<file path="src/rtl/vic_pkg.sv">
package vic_pkg;
  localparam int REG_COUNT = 5;

  typedef enum logic [2:0] {
    SEL_MASK   = 3'd0,
    SEL_RAW    = 3'd1,
    SEL_MASKED = 3'd2,
    SEL_NMI    = 3'd3,
    SEL_RSVD   = 3'd4,
    SEL_NONE   = 3'd5
  } regSel_e;

  typedef struct packed {
    logic    maskWr;
    regSel_e rdSel;
  } ctrlStrobes_t;
endpackage

</file>
<file path="src/rtl/vic_ctrl.sv">
module vic_ctrl
  import vic_pkg::*;
#(
  parameter int ADDR_W = 5
) (
  input  logic [ADDR_W-1:0] regAddr,
  input  logic              regWrEn,
  output ctrlStrobes_t      strobes
);
  localparam int IDX_W = ADDR_W - 2;

  logic [IDX_W-1:0] wordIdx;
  logic [1:0]       addrLowUnused;

  assign wordIdx       = regAddr[ADDR_W-1:2];
  assign addrLowUnused = regAddr[1:0];

  always_comb begin
    strobes.maskWr = regWrEn && (wordIdx == '0);
    case (wordIdx)
      IDX_W'(0): strobes.rdSel = SEL_MASK;
      IDX_W'(1): strobes.rdSel = SEL_RAW;
      IDX_W'(2): strobes.rdSel = SEL_MASKED;
      IDX_W'(3): strobes.rdSel = SEL_NMI;
      IDX_W'(4): strobes.rdSel = SEL_RSVD;
      default:   strobes.rdSel = SEL_NONE;
    endcase
  end
endmodule

</file>
<file path="src/rtl/vic_vec_encoder.sv">
module vic_vec_encoder #(
  parameter int              WIDTH  = 32,
  parameter int              VEC_W  = 8,
  parameter logic [VEC_W-1:0] SHARED = 8'h30,
  parameter logic [VEC_W-1:0] BASE   = 8'h31
) (
  input  logic [WIDTH-1:0] pend,
  output logic [VEC_W-1:0] vecCode,
  output logic             anyPend
);
  logic             multi;
  logic [VEC_W-1:0] lowIdx;

  always_comb begin
    lowIdx = '0;
    for (int i = WIDTH - 1; i >= 0; i--) begin
      if (pend[i]) lowIdx = VEC_W'(i);
    end
  end

  assign anyPend = |pend;
  assign multi   = |(pend & (pend - WIDTH'(1)));

  always_comb begin
    if (!anyPend)   vecCode = '0;
    else if (multi) vecCode = SHARED;
    else            vecCode = BASE + lowIdx;
  end
endmodule

</file>
<file path="src/rtl/vic_datapath.sv">
module vic_datapath
  import vic_pkg::*;
#(
  parameter int DATA_W    = 32,
  parameter int NUM_LINES = 32,
  parameter int NMI_LINES = 2,
  parameter int VEC_W     = 8
) (
  input  logic                 clk,
  input  logic                 rst,
  input  ctrlStrobes_t         strobes,
  input  logic [DATA_W-1:0]    wrData,
  input  logic [NUM_LINES-1:0] reqLines,
  output logic [DATA_W-1:0]    rdData,
  output logic [DATA_W-1:0]    maskReg,
  output logic [DATA_W-1:0]    rawPend,
  output logic [DATA_W-1:0]    nmiStat,
  output logic                 irqOut,
  output logic                 nmiOut,
  output logic [VEC_W-1:0]     vecOut
);
  localparam int VEC_LINES = NUM_LINES - NMI_LINES;

  logic [DATA_W-1:0] nextRaw;
  logic [DATA_W-1:0] nextNmi;
  logic [DATA_W-1:0] nextMask;
  logic [DATA_W-1:0] nextMasked;
  logic [VEC_W-1:0]  nextVec;
  logic              nextAny;
  logic              lineZeroUnused;

  assign lineZeroUnused = reqLines[0];

  genvar g;
  generate
    for (g = 0; g < DATA_W; g++) begin : gRaw
      if (g < VEC_LINES - 1) begin : gLive
        assign nextRaw[g] = reqLines[g+1];
      end else begin : gZero
        assign nextRaw[g] = 1'b0;
      end
    end
    for (g = 0; g < DATA_W; g++) begin : gNmi
      if (g >= VEC_LINES && g < NUM_LINES) begin : gLive
        assign nextNmi[g] = reqLines[g];
      end else begin : gZero
        assign nextNmi[g] = 1'b0;
      end
    end
  endgenerate

  assign nextMask   = strobes.maskWr ? wrData : maskReg;
  assign nextMasked = nextRaw & nextMask;

  vic_vec_encoder #(
    .WIDTH(DATA_W),
    .VEC_W(VEC_W)
  ) uEnc (
    .pend   (nextMasked),
    .vecCode(nextVec),
    .anyPend(nextAny)
  );

  always_ff @(posedge clk) begin
    if (rst) begin
      maskReg <= '0;
      rawPend <= '0;
      nmiStat <= '0;
      vecOut  <= '0;
      irqOut  <= 1'b0;
      nmiOut  <= 1'b0;
    end else begin
      maskReg <= nextMask;
      rawPend <= nextRaw;
      nmiStat <= nextNmi;
      vecOut  <= nextVec;
      irqOut  <= nextAny;
      nmiOut  <= |nextNmi;
    end
  end

  always_comb begin
    case (strobes.rdSel)
      SEL_MASK:   rdData = maskReg;
      SEL_RAW:    rdData = rawPend;
      SEL_MASKED: rdData = rawPend & maskReg;
      SEL_NMI:    rdData = nmiStat;
      default:    rdData = '0;
    endcase
  end
endmodule

</file>
<file path="src/rtl/vec_irq_ctrl.sv">
module vec_irq_ctrl
  import vic_pkg::*;
#(
  parameter int ADDR_W    = 5,
  parameter int DATA_W    = 32,
  parameter int NUM_LINES = 32,
  parameter int NMI_LINES = 2,
  parameter int VEC_W     = 8
) (
  input  logic                 clk,
  input  logic                 rst,
  input  logic [ADDR_W-1:0]    regAddr,
  input  logic                 regWrEn,
  input  logic [DATA_W-1:0]    regWrData,
  output logic [DATA_W-1:0]    regRdData,
  input  logic [NUM_LINES-1:0] reqLines,
  output logic                 irqOut,
  output logic                 nmiOut,
  output logic [VEC_W-1:0]     vecOut
);
  ctrlStrobes_t      strobes;
  logic [DATA_W-1:0] maskReg;
  logic [DATA_W-1:0] rawPend;
  logic [DATA_W-1:0] nmiStat;

  vic_ctrl #(.ADDR_W(ADDR_W)) uCtrl (
    .regAddr(regAddr),
    .regWrEn(regWrEn),
    .strobes(strobes)
  );

  vic_datapath #(
    .DATA_W   (DATA_W),
    .NUM_LINES(NUM_LINES),
    .NMI_LINES(NMI_LINES),
    .VEC_W    (VEC_W)
  ) uDp (
    .clk     (clk),
    .rst     (rst),
    .strobes (strobes),
    .wrData  (regWrData),
    .reqLines(reqLines),
    .rdData  (regRdData),
    .maskReg (maskReg),
    .rawPend (rawPend),
    .nmiStat (nmiStat),
    .irqOut  (irqOut),
    .nmiOut  (nmiOut),
    .vecOut  (vecOut)
  );
endmodule

</file>
<file path="config.mk">
export PLATFORM = sky130hd
export DESIGN_NAME = vec_irq_ctrl
export DESIGN_NICKNAME = d
export VERILOG_FILES = /design/src/rtl/vic_pkg.sv /design/src/rtl/vic_ctrl.sv /design/src/rtl/vic_vec_encoder.sv /design/src/rtl/vic_datapath.sv /design/src/rtl/vec_irq_ctrl.sv
export SDC_FILE = /design/constraint.sdc
export NUM_CORES = 1
export LEC_CHECK = 0
export BUFFER_PORTS_ARGS = -buffer_cell sky130_fd_sc_hd__buf_2
export CORE_ASPECT_RATIO = 0.6
export CORE_UTILIZATION = 48
export CTS_CLUSTER_SIZE = 20
export DETAILED_ROUTE_END_ITERATION = 7
export PLACE_DENSITY_LB_ADDON = 0.2
export SKIP_CTS_REPAIR_TIMING = 1
export SYNTH_ARGS = -nofsm -noshare
export SYNTH_HDL_FRONTEND = slang
export SYNTH_SLANG_ARGS = --single-unit
export TNS_END_PERCENT = 50
</file>
<file path="constraint.sdc">
create_clock -name clk -period 4.21 [get_ports clk]
set_clock_uncertainty 0.15 [all_clocks]
set_input_delay 0.842 -clock clk [delete_from_list [all_inputs] [get_ports clk]]
set_output_delay 0.842 -clock clk [all_outputs]
set_load 0.01 [all_outputs]
</file>
==> impl_results.md <==
- Clk network pwr share: approximately 47%
- Routed wire length: about 14 mm
- I/O pin total: roughly 110
- Global placer's final weighted congestion: ~0.94
- Die height: around 75 µm
- Fraction of layout instances using a drive strength above 1: ~30%
- Number of levels in the clock H-tree: 3
- Net load switching power: approximately 530 µW
- Part of the power in registers: 35.5%
- Cell class contributing the biggest share of worst-path delay: simple AND/OR/NAND/NOR gates
- Hold violation total from the final report: 0
- Final antenna-violating net count: 0
- Clock Root Buffer: sky130_fd_sc_hd__clkbuf_16
- Most numerous cell on the critical path: sky130_fd_sc_hd__buf_4
- Die extent in x: ~120 µm
- Buffers and inverters on the worst path: 7
- Worst endpoint data arrival time: approximately 4300 ps
- Detailed Place HPWL: between 10 and 15 mm
- Wire per inst: around 17 µm
- Starting DRC count in detailed routing: ~460
- Sort of element at the end of the critical path: flop
- CP peak stage delay: 560 ps
- Max-slew violation count: 0
- Transition at the pin with the smallest max-transition slack: approximately 560 ps
- Slowest CP cell: sky130_fd_sc_hd__or4b_4
- Number of global-route vias before repair: 4,311
- Maximum fanout along the worst path: 33
- Average cell area after synthesis: ~7.4 µm²
- Count of TritonRoute iterations in the first routing pass: 7
- Buffers on Ports: about 110
- Run status: completed
- Maximum number of pins on one net before global-route repair: 47
- Startpoint of the worst-slack reg-to-reg timing path: uDp.maskReg[4]$_SDFF_PP0_
- Number of standard cells in the layout, taps in and fillers out: around 850
- Cell-internal power: 1.52 mW
- Maximum frequency from static timing analysis: ~0.24 GHz
- Share of total power consumed by net switching: roughly a quarter
- Kind of start point of the critical path: input port
- Number of nets in the synthesized netlist: ~650
- Clock Latency Late Sink: about 340 ps
- Relative slew margins: about three fifths
- Data required time of the worst path: 4340 ps
- Overall routing resource usage: 29.6%
- Die Outline Area: about 9400 µm²
- Netlist area before placement: roughly 4300 µm²
- Critical path cell sequence: buf_2 -> buf_12 -> nor4b_4 -> buf_4 -> clkbuf_16 -> buf_4 -> and3_1 -> a311oi_1 -> buf_4 -> nand4_1 -> buf_4 -> o41ai_2 -> nand4_1 -> nor4_2 -> or4b_4 -> a21oi_2
- FFs w/ async S/R, synth: 0%
- Setup Slack @ Placement: -227 ps
- Global-route wire length before repair: approximately 22 mm
- Period utilisation layout: a little over nine tenths
- Critical path class: in -> reg
- Longest Clk Path Bufs: 2
- Start point of the worst min-delay path: uDp.maskReg[30]$_SDFFE_PP0N_
- Filler Cells Inserted: 742
- Overall overflow remaining after global route: 0
- Most common flop cell mapped by yosys: sky130_fd_sc_hd__dfxtp_1
- Initial antenna violation count: 0
- TritonCTS buffer count: 9
- Antenna cells: 0
- Path class of the lowest-slack min-delay path: reg -> reg
- Clock slew seen by the registers of the worst setup and hold paths: approximately 60 ps
- Standby leakage power: about 2.6 nW
- Count of placed standard cells including taps: between 800 and 900
- Number of endpoints failing setup at the final stage: 0
- Vias after detailed routing: 4,905
- Setup slack of the critical path after layout: between 50 and 60 ps
- FP Rows: 26
- Number of DRC violations after detailed routing: 0
- Post-synthesis instance total: ~580
- # Max-Cap Violations: 0
- Number of enable flip-flop cells after synthesis: 0
- Vias per std cell: approximately 5.8
- Warning count from the yosys run: 0
- Number of nets in the layout: between 800 and 900
- Worst setup startpoint: regAddr[4]
- Fraction of power consumed by combinational cells: ~18%
- Sequential element share of the synthesized area: between 30% and 40%
- Shortest period the worst path allows: between 4000 and 5000 ps
- Starting utilization of the core area: between 50% and 60%
- Power density relative to cell area: 352 nW/µm²
- Flop and latch count out of synthesis: 72
- Overall power: roughly 2.1 mW
- VDD IR max: just over 0.3 mV
- Post-synth cell types: 59
- Core area: 8620 µm²
- Clock sinks: 72
- Signed area change from the synthesized netlist to the final layout: 34.9%
- TritonCTS clock tree: yes
[stage by stage]
step	setup TNS (ps)	hold WS [ps]	utilization [%]	instance area [µm²]
2_1_floorplan	0	282	-	4320
3_3_place_gp	-919	288	61.6	5310
3_5_place_dp	-1060	298	61.6	5310
4_1_cts	0	307	65.8	5670
5_1_grt	-45.8	345	67.6	5830
6_report	0	306	67.6	5830
[placed cells by master (no fill, tap or decap), types with 11 or more instances in the layout]
| cell type | count |
|---|---|
| sky130_fd_sc_hd__o21ai_0 | 33 |
| sky130_fd_sc_hd__buf_2 | 109 |
| sky130_fd_sc_hd__nor2b_1 | 57 |
| sky130_fd_sc_hd__nand2b_1 | 13 |
| sky130_fd_sc_hd__nand2_1 | 148 |
| sky130_fd_sc_hd__a21oi_1 | 58 |
| sky130_fd_sc_hd__nor2_1 | 33 |
| sky130_fd_sc_hd__mux2i_1 | 23 |
| sky130_fd_sc_hd__dfxtp_1 | 72 |
| sky130_fd_sc_hd__nand3_1 | 12 |
| sky130_fd_sc_hd__clkbuf_16 | 11 |
| sky130_fd_sc_hd__buf_4 | 62 |
[layer usage]
metal / vias up / GRT usage [%] / part of all wire [%]
met5: - / 0 / 0
met4: 0 / 8.84 / 1.2
met3: 19 / 7.02 / 9.1
met2: 258 / 47.0 / 44
met1: 2298 / 40.4 / 46
li1: 2330 / - / -
[power by group through the flow]
| stage | Clock (mW) | Sequential (mW) | Combinational [mW] |
|---|---|---|---|
| finish | 0.961 | 0.729 | 0.364 |
| global route | 0.987 | 0.732 | 0.397 |
| CTS | 0.963 | 0.728 | 0.339 |
| detailed placement | 0 | 0.743 | 0.337 |
| global placement | 0 | 0.742 | 0.329 |
| floorplan | 0 | 0.747 | 0.179 |
[synth_stat cells, types with 5 or more instances]
library cell	number	share of area [%]
sky130_fd_sc_hd__a21oi_1	60	7.0
sky130_fd_sc_hd__a31oi_1	8	1.2
sky130_fd_sc_hd__a32oi_1	10	2.0
sky130_fd_sc_hd__clkbuf_1	26	2.3
sky130_fd_sc_hd__dfxtp_1	72	33
sky130_fd_sc_hd__mux2_2	5	1.3
sky130_fd_sc_hd__mux2i_1	25	5.8
sky130_fd_sc_hd__nand2_1	148	13
sky130_fd_sc_hd__nand2b_1	13	1.9
sky130_fd_sc_hd__nand3_1	12	1.4
sky130_fd_sc_hd__nand4_1	9	1.3
sky130_fd_sc_hd__nor2_1	35	3.0
sky130_fd_sc_hd__nor2b_1	57	8.3
sky130_fd_sc_hd__o21ai_0	33	3.8
[layout make-up]
type	instances	area (µm²)	share of cell area [%]
Clock inverter	6	138	2.36
Tap cell	112	140	2.40
Sequential cell	72	1440	24.7
Clock buffer	10	229	3.93
Multi-Input combinational cell	473	2730	46.8
Inverter	2	7.51	0.129
Timing Repair Buffer	178	1140	19.6
[path summary, 6_finish.rpt]
check / to / depth (start not counted) / slack (ps)
setup / recovery: uDp.vecOut[6]$_SDFF_PP0_ / 16 / 50
setup reg to reg: uDp.vecOut[6]$_SDFF_PP0_ / 9 / 1080
hold / removal: uDp.maskReg[30]$_SDFFE_PP0N_ / 2 / 310
hold reg to reg: uDp.maskReg[30]$_SDFFE_PP0N_ / 2 / 310
[logic make-up (layout without fill, tap and decap cells)]
logic type                 Yosys count  in the layout  share of synthesized area [%]
xor gates and xnor gates             2              2                          0.406
muxes                               32             32                           7.79
other                                1              1                         0.0868
and+or+nand+nor                    297            297                           33.1
AOI/OAI and AO/OA                  139            139                           20.5
buffers and inverters               36            196                           4.23
DFF                                 72             72                           33.4
adders and majority gates            2              2                          0.521
[worst min-delay path: cells and delay by family (launching register included)]
kind               cells  cell delay [ps]
AOI/OAI and AO/OA      1               50
DFF                    1              310
and+or+nand+nor        1               50
[state kept, by name, summed over array words and instances, names as in the netlist]
name and flops:
uDp.vecOut 7, uDp.nmiOut 1, uDp.irqOut 1, uDp.rawPend 29
uDp.maskReg 32, uDp.nmiStat 2
(Power assumes the default switching activity.)
